## src/rtl/aux_adc_pkg.sv

```systemverilog
package aux_adc_pkg;
  // register byte offsets
  localparam int OFF_CFG     = 0;
  localparam int OFF_RESULT  = 4;
  localparam int OFF_EOC     = 8;
  localparam int OFF_SAMPLED = 12;
  localparam int OFF_POWER   = 16;

  // configuration field positions
  localparam int CFG_START_BIT  = 4;
  localparam int CFG_SINGLE_BIT = 5;

  // control-to-datapath strobes
  typedef struct packed {
    logic launch;
    logic pending;
    logic powerDown;
  } ctlStrobe_t;
endpackage

```

## src/rtl/aux_adc_ctl.sv

```systemverilog
module aux_adc_ctl
  import aux_adc_pkg::*;
#(
  parameter int SETTLE_CYCLES = 8
) (
  input  logic       clk,
  input  logic       rst_n,
  input  logic       wrCfg,
  input  logic       wrPwr,
  input  logic       startBit,
  input  logic       pwrBit,
  input  logic       convBusy,
  output ctlStrobe_t strobes
);
  localparam int CNT_W = $clog2(SETTLE_CYCLES + 1);

  logic [CNT_W-1:0] settleCnt;
  logic pwrDown;
  logic pending;
  logic settled;
  logic launch;

  assign settled = (settleCnt == CNT_W'(SETTLE_CYCLES));
  assign launch  = pending && !pwrDown && settled && !convBusy;

  always_ff @(posedge clk) begin
    if (!rst_n) begin
      pwrDown   <= 1'b1;
      pending   <= 1'b0;
      settleCnt <= '0;
    end else if (wrPwr && pwrBit) begin
      pwrDown   <= 1'b1;
      pending   <= 1'b0;
      settleCnt <= '0;
    end else begin
      if (wrPwr && pwrDown) begin
        pwrDown   <= 1'b0;
        settleCnt <= '0;
      end else if (!pwrDown && !settled) begin
        settleCnt <= settleCnt + 1'b1;
      end
      if (wrCfg && startBit) pending <= 1'b1;
      else if (launch)       pending <= 1'b0;
    end
  end

  assign strobes.launch    = launch;
  assign strobes.pending   = pending;
  assign strobes.powerDown = pwrDown;
endmodule

```

## src/rtl/aux_adc_stub.sv

```systemverilog
module aux_adc_stub #(
  parameter int CHAN_W      = 3,
  parameter int DATA_W      = 10,
  parameter int CONV_CYCLES = 4,
  parameter int CODE_BASE   = 100,
  parameter int CODE_STEP   = 100
) (
  input  logic              clk,
  input  logic              rst_n,
  input  logic              powerDown,
  input  logic              start,
  input  logic [CHAN_W-1:0] chanSel,
  output logic              busy,
  output logic              done,
  output logic [DATA_W-1:0] doneData,
  output logic [CHAN_W-1:0] doneChan
);
  localparam int CNT_W = $clog2(CONV_CYCLES + 1);

  logic [CNT_W-1:0]  convCnt;
  logic [CHAN_W-1:0] chanHeld;

  assign done     = busy && !powerDown && (convCnt == CNT_W'(CONV_CYCLES - 1));
  assign doneData = DATA_W'(CODE_BASE + CODE_STEP * int'(chanHeld));
  assign doneChan = chanHeld;

  always_ff @(posedge clk) begin
    if (!rst_n) begin
      busy     <= 1'b0;
      convCnt  <= '0;
      chanHeld <= '0;
    end else if (powerDown) begin
      busy <= 1'b0;
    end else if (start) begin
      busy     <= 1'b1;
      convCnt  <= '0;
      chanHeld <= chanSel;
    end else if (done) begin
      busy <= 1'b0;
    end else if (busy) begin
      convCnt <= convCnt + 1'b1;
    end
  end
endmodule

```

## src/rtl/aux_adc_dp.sv

```systemverilog
module aux_adc_dp
  import aux_adc_pkg::*;
#(
  parameter int ADDR_W = 5,
  parameter int CHAN_W = 3,
  parameter int DATA_W = 10
) (
  input  logic              clk,
  input  logic              rst_n,
  input  logic [ADDR_W-1:0] busAddr,
  input  logic              wrCfg,
  input  logic [31:0]       busWdata,
  input  ctlStrobe_t        strobes,
  input  logic              convDone,
  input  logic [DATA_W-1:0] doneData,
  input  logic [CHAN_W-1:0] doneChan,
  output logic [31:0]       busRdata,
  output logic [CHAN_W-1:0] cfgChan,
  output logic              cfgSingle
);
  logic [DATA_W-1:0] resultReg;
  logic [CHAN_W-1:0] sampledChan;
  logic              eocFlag;
  logic              unusedWdata;

  assign unusedWdata = ^{busWdata[31:CFG_SINGLE_BIT+1], busWdata[CFG_START_BIT:CHAN_W]};

  always_ff @(posedge clk) begin
    if (!rst_n) begin
      cfgChan   <= '0;
      cfgSingle <= 1'b0;
    end else if (wrCfg) begin
      cfgChan   <= busWdata[CHAN_W-1:0];
      cfgSingle <= busWdata[CFG_SINGLE_BIT];
    end
  end

  always_ff @(posedge clk) begin
    if (!rst_n) begin
      resultReg   <= '0;
      sampledChan <= '0;
      eocFlag     <= 1'b0;
    end else if (strobes.launch) begin
      eocFlag <= 1'b0;
    end else if (convDone) begin
      eocFlag     <= 1'b1;
      resultReg   <= doneData;
      sampledChan <= doneChan;
    end
  end

  always_comb begin
    busRdata = '0;
    if (busAddr == ADDR_W'(OFF_CFG)) begin
      busRdata[CHAN_W-1:0]    = cfgChan;
      busRdata[CFG_START_BIT]  = strobes.pending;
      busRdata[CFG_SINGLE_BIT] = cfgSingle;
    end else if (busAddr == ADDR_W'(OFF_RESULT)) begin
      busRdata[DATA_W-1:0] = resultReg;
    end else if (busAddr == ADDR_W'(OFF_EOC)) begin
      busRdata[0] = eocFlag;
    end else if (busAddr == ADDR_W'(OFF_SAMPLED)) begin
      busRdata[CHAN_W-1:0] = sampledChan;
    end else if (busAddr == ADDR_W'(OFF_POWER)) begin
      busRdata[0] = strobes.powerDown;
    end
  end
endmodule

```

## src/rtl/aux_adc_ctrl.sv

```systemverilog
module aux_adc_ctrl
  import aux_adc_pkg::*;
#(
  parameter int ADDR_W        = 5,
  parameter int CHAN_W        = 3,
  parameter int DATA_W        = 10,
  parameter int SETTLE_CYCLES = 8,
  parameter int CONV_CYCLES   = 4,
  parameter int CODE_BASE     = 100,
  parameter int CODE_STEP     = 100
) (
  input  logic              clk,
  input  logic              rst_n,
  input  logic [ADDR_W-1:0] busAddr,
  input  logic              busWe,
  input  logic [31:0]       busWdata,
  output logic [31:0]       busRdata,
  output logic              corePowerDown,
  output logic [CHAN_W-1:0] coreChanSel,
  output logic              coreSingleMode,
  output logic              coreStart
);
  ctlStrobe_t        strobes;
  logic              wrCfg;
  logic              wrPwr;
  logic              convBusy;
  logic              convDone;
  logic [DATA_W-1:0] doneData;
  logic [CHAN_W-1:0] doneChan;

  assign wrCfg = busWe && (busAddr == ADDR_W'(OFF_CFG));
  assign wrPwr = busWe && (busAddr == ADDR_W'(OFF_POWER));

  aux_adc_ctl #(.SETTLE_CYCLES(SETTLE_CYCLES)) ctl (
    .clk      (clk),
    .rst_n    (rst_n),
    .wrCfg    (wrCfg),
    .wrPwr    (wrPwr),
    .startBit (busWdata[CFG_START_BIT]),
    .pwrBit   (busWdata[0]),
    .convBusy (convBusy),
    .strobes  (strobes)
  );

  aux_adc_dp #(.ADDR_W(ADDR_W), .CHAN_W(CHAN_W), .DATA_W(DATA_W)) dp (
    .clk       (clk),
    .rst_n     (rst_n),
    .busAddr   (busAddr),
    .wrCfg     (wrCfg),
    .busWdata  (busWdata),
    .strobes   (strobes),
    .convDone  (convDone),
    .doneData  (doneData),
    .doneChan  (doneChan),
    .busRdata  (busRdata),
    .cfgChan   (coreChanSel),
    .cfgSingle (coreSingleMode)
  );

  aux_adc_stub #(
    .CHAN_W(CHAN_W), .DATA_W(DATA_W), .CONV_CYCLES(CONV_CYCLES),
    .CODE_BASE(CODE_BASE), .CODE_STEP(CODE_STEP)
  ) conv (
    .clk       (clk),
    .rst_n     (rst_n),
    .powerDown (strobes.powerDown),
    .start     (strobes.launch),
    .chanSel   (coreChanSel),
    .busy      (convBusy),
    .done      (convDone),
    .doneData  (doneData),
    .doneChan  (doneChan)
  );

  assign corePowerDown = strobes.powerDown;
  assign coreStart     = strobes.launch;
endmodule

```

## config.mk

```make
export PLATFORM = sky130hd
export DESIGN_NAME = aux_adc_ctrl
export DESIGN_NICKNAME = d
export VERILOG_FILES = /design/src/rtl/aux_adc_pkg.sv /design/src/rtl/aux_adc_ctl.sv /design/src/rtl/aux_adc_stub.sv /design/src/rtl/aux_adc_dp.sv /design/src/rtl/aux_adc_ctrl.sv
export SDC_FILE = /design/constraint.sdc
export NUM_CORES = 1
export LEC_CHECK = 0
export BUFFER_PORTS_ARGS = -buffer_cell sky130_fd_sc_hd__buf_2
export CAP_MARGIN = 20
export CORE_MARGIN = 2
export CORE_UTILIZATION = 51
export CTS_CLUSTER_SIZE = 24
export DETAILED_ROUTE_END_ITERATION = 16
export GPL_ROUTABILITY_DRIVEN = 0
export PLACE_DENSITY_LB_ADDON = 0.3
export SLEW_MARGIN = 15
export SYNTH_ARGS = -nofsm -noshare
export SYNTH_HDL_FRONTEND = slang
export SYNTH_SLANG_ARGS = --single-unit
```

## constraint.sdc

```tcl
create_clock -name clk -period 5.1 [get_ports clk]
set_input_delay 0.255 -clock clk [delete_from_list [all_inputs] [get_ports clk]]
set_output_delay 0.255 -clock clk [all_outputs]
set_load 0.1 [all_outputs]
```

==> PnR_summary.wiki <==
{| class="wikitable"
! Metric !! Value
|-
| Net count of the finished layout || about 280
|-
| Port Buffers || 28
|-
| Avg Vias per Cell || approximately 5.2
|-
| Die Y-Extent || around 64 µm
|-
| Cell depth of the worst min-delay path || 3
|-
| Critical path's top delay family || simple AND/OR/NAND/NOR gates
|-
| Final number of hold-violating endpoints || 0
|-
| Post-synthesis instance area || 0.001807 mm²
|-
| Logic depth of the worst register-to-register path || 8
|-
| Post-CTS repair timing setup buffer count || 0
|-
| Vias || approximately 1400
|-
| Maximum number of pins on one net before global-route repair || 20
|-
| Layout cell share with drive strength beyond 1 || between 10% and 20%
|-
| Highest clock frequency the design can meet || between 400 and 500 MHz
|-
| Number of storage elements in the synthesis netlist || 29
|-
| Post-route ant nets || 0
|-
| Buffer and inverter count on the worst path || 2
|-
| Highest cell delay on the worst timing path || around 580 ps
|-
| Hold path endpoint || dp.cfgChan[2]
|-
| Critical path startpoint category || flop
|-
| Required time of the critical path || 4850 ps
|-
| Wire length of the first global-routing pass || roughly 5.4 mm
|-
| Power density over the cells || approximately 240 mW/mm²
|-
| Buffer levels on the longest clock path || 2
|-
| Depth of the CTS H-tree || 2
|-
| Total Wirelength || approximately 3.3 mm
|-
| Post-Route Skew || between 6 and 7 ps
|-
| Design area || roughly 0.0019 mm²
|-
| Cells along the critical path || inv_1, ha_1, nand3b_4, nor4b_4, buf_2
|-
| Clock Power Share || 28.4%
|-
| Slowest-stage cell, CP || nor4b_4
|-
| Area leader, netlist || dfxtp_1
|-
| Max-cap violations || 0
|-
| Number of buffers inserted during clock tree synthesis || 5
|-
| Number of endpoints failing setup at the final stage || 0
|-
| Net switching power || between 0.15 and 0.2 mW
|-
| Kind of end point of the critical path || primary output
|-
| End of the worst register-to-register path || dp.resultReg[9]
|-
| Mapped Avg Cell Area || roughly 8.7 µm²
|-
| Cell types occupying the most area after synthesis || dfxtp_1 (32%), buf_4 (9.6%), ha_1 (8.3%), nand2_1 (4.6%), a21oi_1 (3.9%)
|-
| Area grow syn2layout || 5.540%
|-
| Post-CTS sizing || 0
|-
| Num Clock Sinks || 29
|-
| Fraction of the cycle the final worst path needs || 48.45%
|-
| First-pass iteration count of the detailed router || 4
|-
| DRC violations left || 0
|-
| Latest clock arrival within the worst-skew pair || 320 ps
|-
| Area of placed instances || between 0.0015 and 0.002 mm²
|-
| Async S/R FF share, synth || 0%
|-
| Yosys warnings || 0
|-
| Kind of path behind the tightest hold check || primary input to flop
|-
| Antenna Cells || 0
|-
| Sequential share of power || about half
|-
| Launch instance of the worst min-delay path || busWdata[2]
|-
| IR Drop Worst-Case VDD || roughly 170 µV
|-
| Hold buffers post-CTS || 0
|-
| Critical path type || flop to primary output
|-
| Launch point of the worst reg-to-reg path || conv.doneChan[1]
|-
| Fraction of power spent switching nets || between 30 and 40%
|-
| Proportion of netlist area held by the largest area contributor || 32.13%
|-
| Number of flops mapped to enable cells by yosys || 0
|-
| Reg-to-reg setup timing slack || about 3200 ps
|-
| Status || complete, no violations
|-
| Clock root buffer || clkbuf_4
|-
| Die Footprint || about 0.0040 mm²
|-
| Initial antenna violation count || 0
|-
| Combinational share of power || a little over a fifth
|-
| Final-layout setup total negative slack || 0 ps
|-
| Arrival time of the worst setup path || about 2200 ps
|-
| Share of synthesized area occupied by flip-flops and latches || between 30% and 40%
|-
| Internal Pwr Total || between 0.2 and 0.3 mW
|-
| Aggregate global-route resource usage || roughly 17%
|-
| Die W || about 64 µm
|-
| Average wire per cell in the routed design || ~12 µm
|-
| Slew headroom || a little under three fifths
|-
| Maximum fanout count along the critical path || 9
|-
| Total half-perimeter wirelength after legalization and detailed placement || between 2 and 2.5 mm
|-
| Effective utilization at floorplan || between 50% and 60%
|-
| Number of core rows || 21
|-
| Final critical-path required period || about 2500 ps
|-
| Clock tree from TritonCTS || yes
|-
| Unique cell type count in the Yosys netlist || 44
|-
| Cell count after synthesis || a little over 200
|-
| Worst-path clk slew || 80 ps
|-
| IO Pins || around 80
|-
| Prevailing post-synth register cell || dfxtp_1
|-
| Total grt overflow || 0
|-
| Unrepaired setup endpoints after global routing || no
|-
| Total design power || between 0.4 and 0.5 mW
|-
| Hold_ws || between 150 and 200 ps
|-
| Standby leakage power || about 0.8 nW
|-
| Area of the core || roughly 0.0034 mm²
|-
| Via count of the first global-routing pass || 1208
|-
| Actual transition at the worst max-transition pin || around 650 ps
|-
| DRT iter0 DRCs || 37
|-
| Max-slew violation count || 0
|}
worst max path at each step:
stage / start / end / cells after the start
finish: ctl.settleCnt[0] / coreStart / 5
floorplan: ctl.pwrDown / busRdata[0] / 3
global placement: busAddr[1] / busRdata[9] / 5
CTS: ctl.settleCnt[0] / coreStart / 5
global route: ctl.settleCnt[0] / coreStart / 5
detailed placement: busAddr[1] / busRdata[9] / 5
power groups by stage:
| stage | combinational [mW] | sequential [mW] | clock, mW |
|---|---|---|---|
| after floorplan | 0.101 | 0.235 | 0 |
| after CTS | 0.0971 | 0.228 | 0.134 |
| after global placement | 0.0971 | 0.233 | 0 |
| after detailed placement | 0.0970 | 0.233 | 0 |
| after global routing | 0.0999 | 0.228 | 0.144 |
| final | 0.0973 | 0.228 | 0.129 |
routing by layer:
layer,track usage [%],up-vias,share of wire [%]
met5,0,-,0
met4,6.522,0,1.6
met3,5.000,5,4.7
met2,27.24,34,46
met1,22.23,664,48
li1,-,729,-
state kept, by name (all words and copies together), names as in the netlist:
register	cells
dp.resultReg	8
ctl.settleCnt	4
conv.convCnt	3
conv.doneChan	3
dp.cfgChan	3
dp.sampledChan	3
conv.busy	1
ctl.pending	1
ctl.pwrDown	1
dp.cfgSingle	1
dp.eocFlag	1
stage by stage:
| stage | std cells | setup slack (ps) | utilization, % |
|---|---|---|---|
| after global routing | 278 | 2489 | 56.70 |
| after floorplan | 228 | 34.27 | - |
| after CTS | 278 | 2609 | 56.70 |
| after detailed placement | 270 | 2967 | 55.25 |
| final | 278 | 2629 | 56.70 |
| after global placement | 270 | 2977 | 55.25 |
cells in the mapped netlist, types with 2 or more instances:
cell type	instances
mux2i_1	6
o21ai_0	12
clkbuf_1	3
and3b_1	2
buf_4	23
o31ai_1	3
nand3b_1	3
and2_1	5
o21a_1	2
a21oi_1	14
dfxtp_1	29
a211o_1	3
inv_1	8
nand3_1	9
nand2_1	22
nand2b_1	2
buf_6	2
ha_1	12
o31ai_4	2
a2111oi_0	3
nor3_1	6
a211oi_1	3
buf_2	3
nor2_1	10
final cells by class:
cell class / instances / area (µm²)
multi-input combinational: 159 / 1050
inverter: 8 / 30.03
sequential: 29 / 580.6
timing repair buffer: 28 / 140.1
fill: 321 / 1456
tap: 46 / 57.56
clock buffer: 8 / 48.80
logic make-up after synthesis:
family | after synthesis | share of synthesized area (%)
fa+ha+maj | 12 | 8.310
buf+inv | 40 | 14.20
simple gates | 70 | 22.65
flops | 29 | 32.13
xor+xnor | 2 | 0.9697
mux | 7 | 3.947
compound gates | 46 | 17.59
other cells | 1 | 0.2076
worst register-to-register path, delay by kind of cell, from the launching register on:
kind,cells,cell delay (ps)
AOI/OAI and AO/OA,2,450
DFF,1,410
adders and majority gates,3,750
buffers and inverters,2,150
and+or+nand+nor,1,80
placed cells by master (no fill, tap or decap), types with 3 or more instances in the layout:
cell type	Yosys	layout
clkbuf_1	3	3
nand2_1	22	22
buf_2	3	28
mux2i_1	6	6
clkbuf_4	0	5
conb_1	1	22
inv_1	8	8
and2_1	5	5
nor2_1	10	10
a211o_1	3	3
nor3_1	6	6
dfxtp_1	29	29
o31ai_1	3	3
o21ai_0	12	12
nand3_1	9	9
a21oi_1	14	14
a211oi_1	3	3
ha_1	12	12
nand3b_1	3	3
No activity file was read; power rests on OpenSTA's default activity.
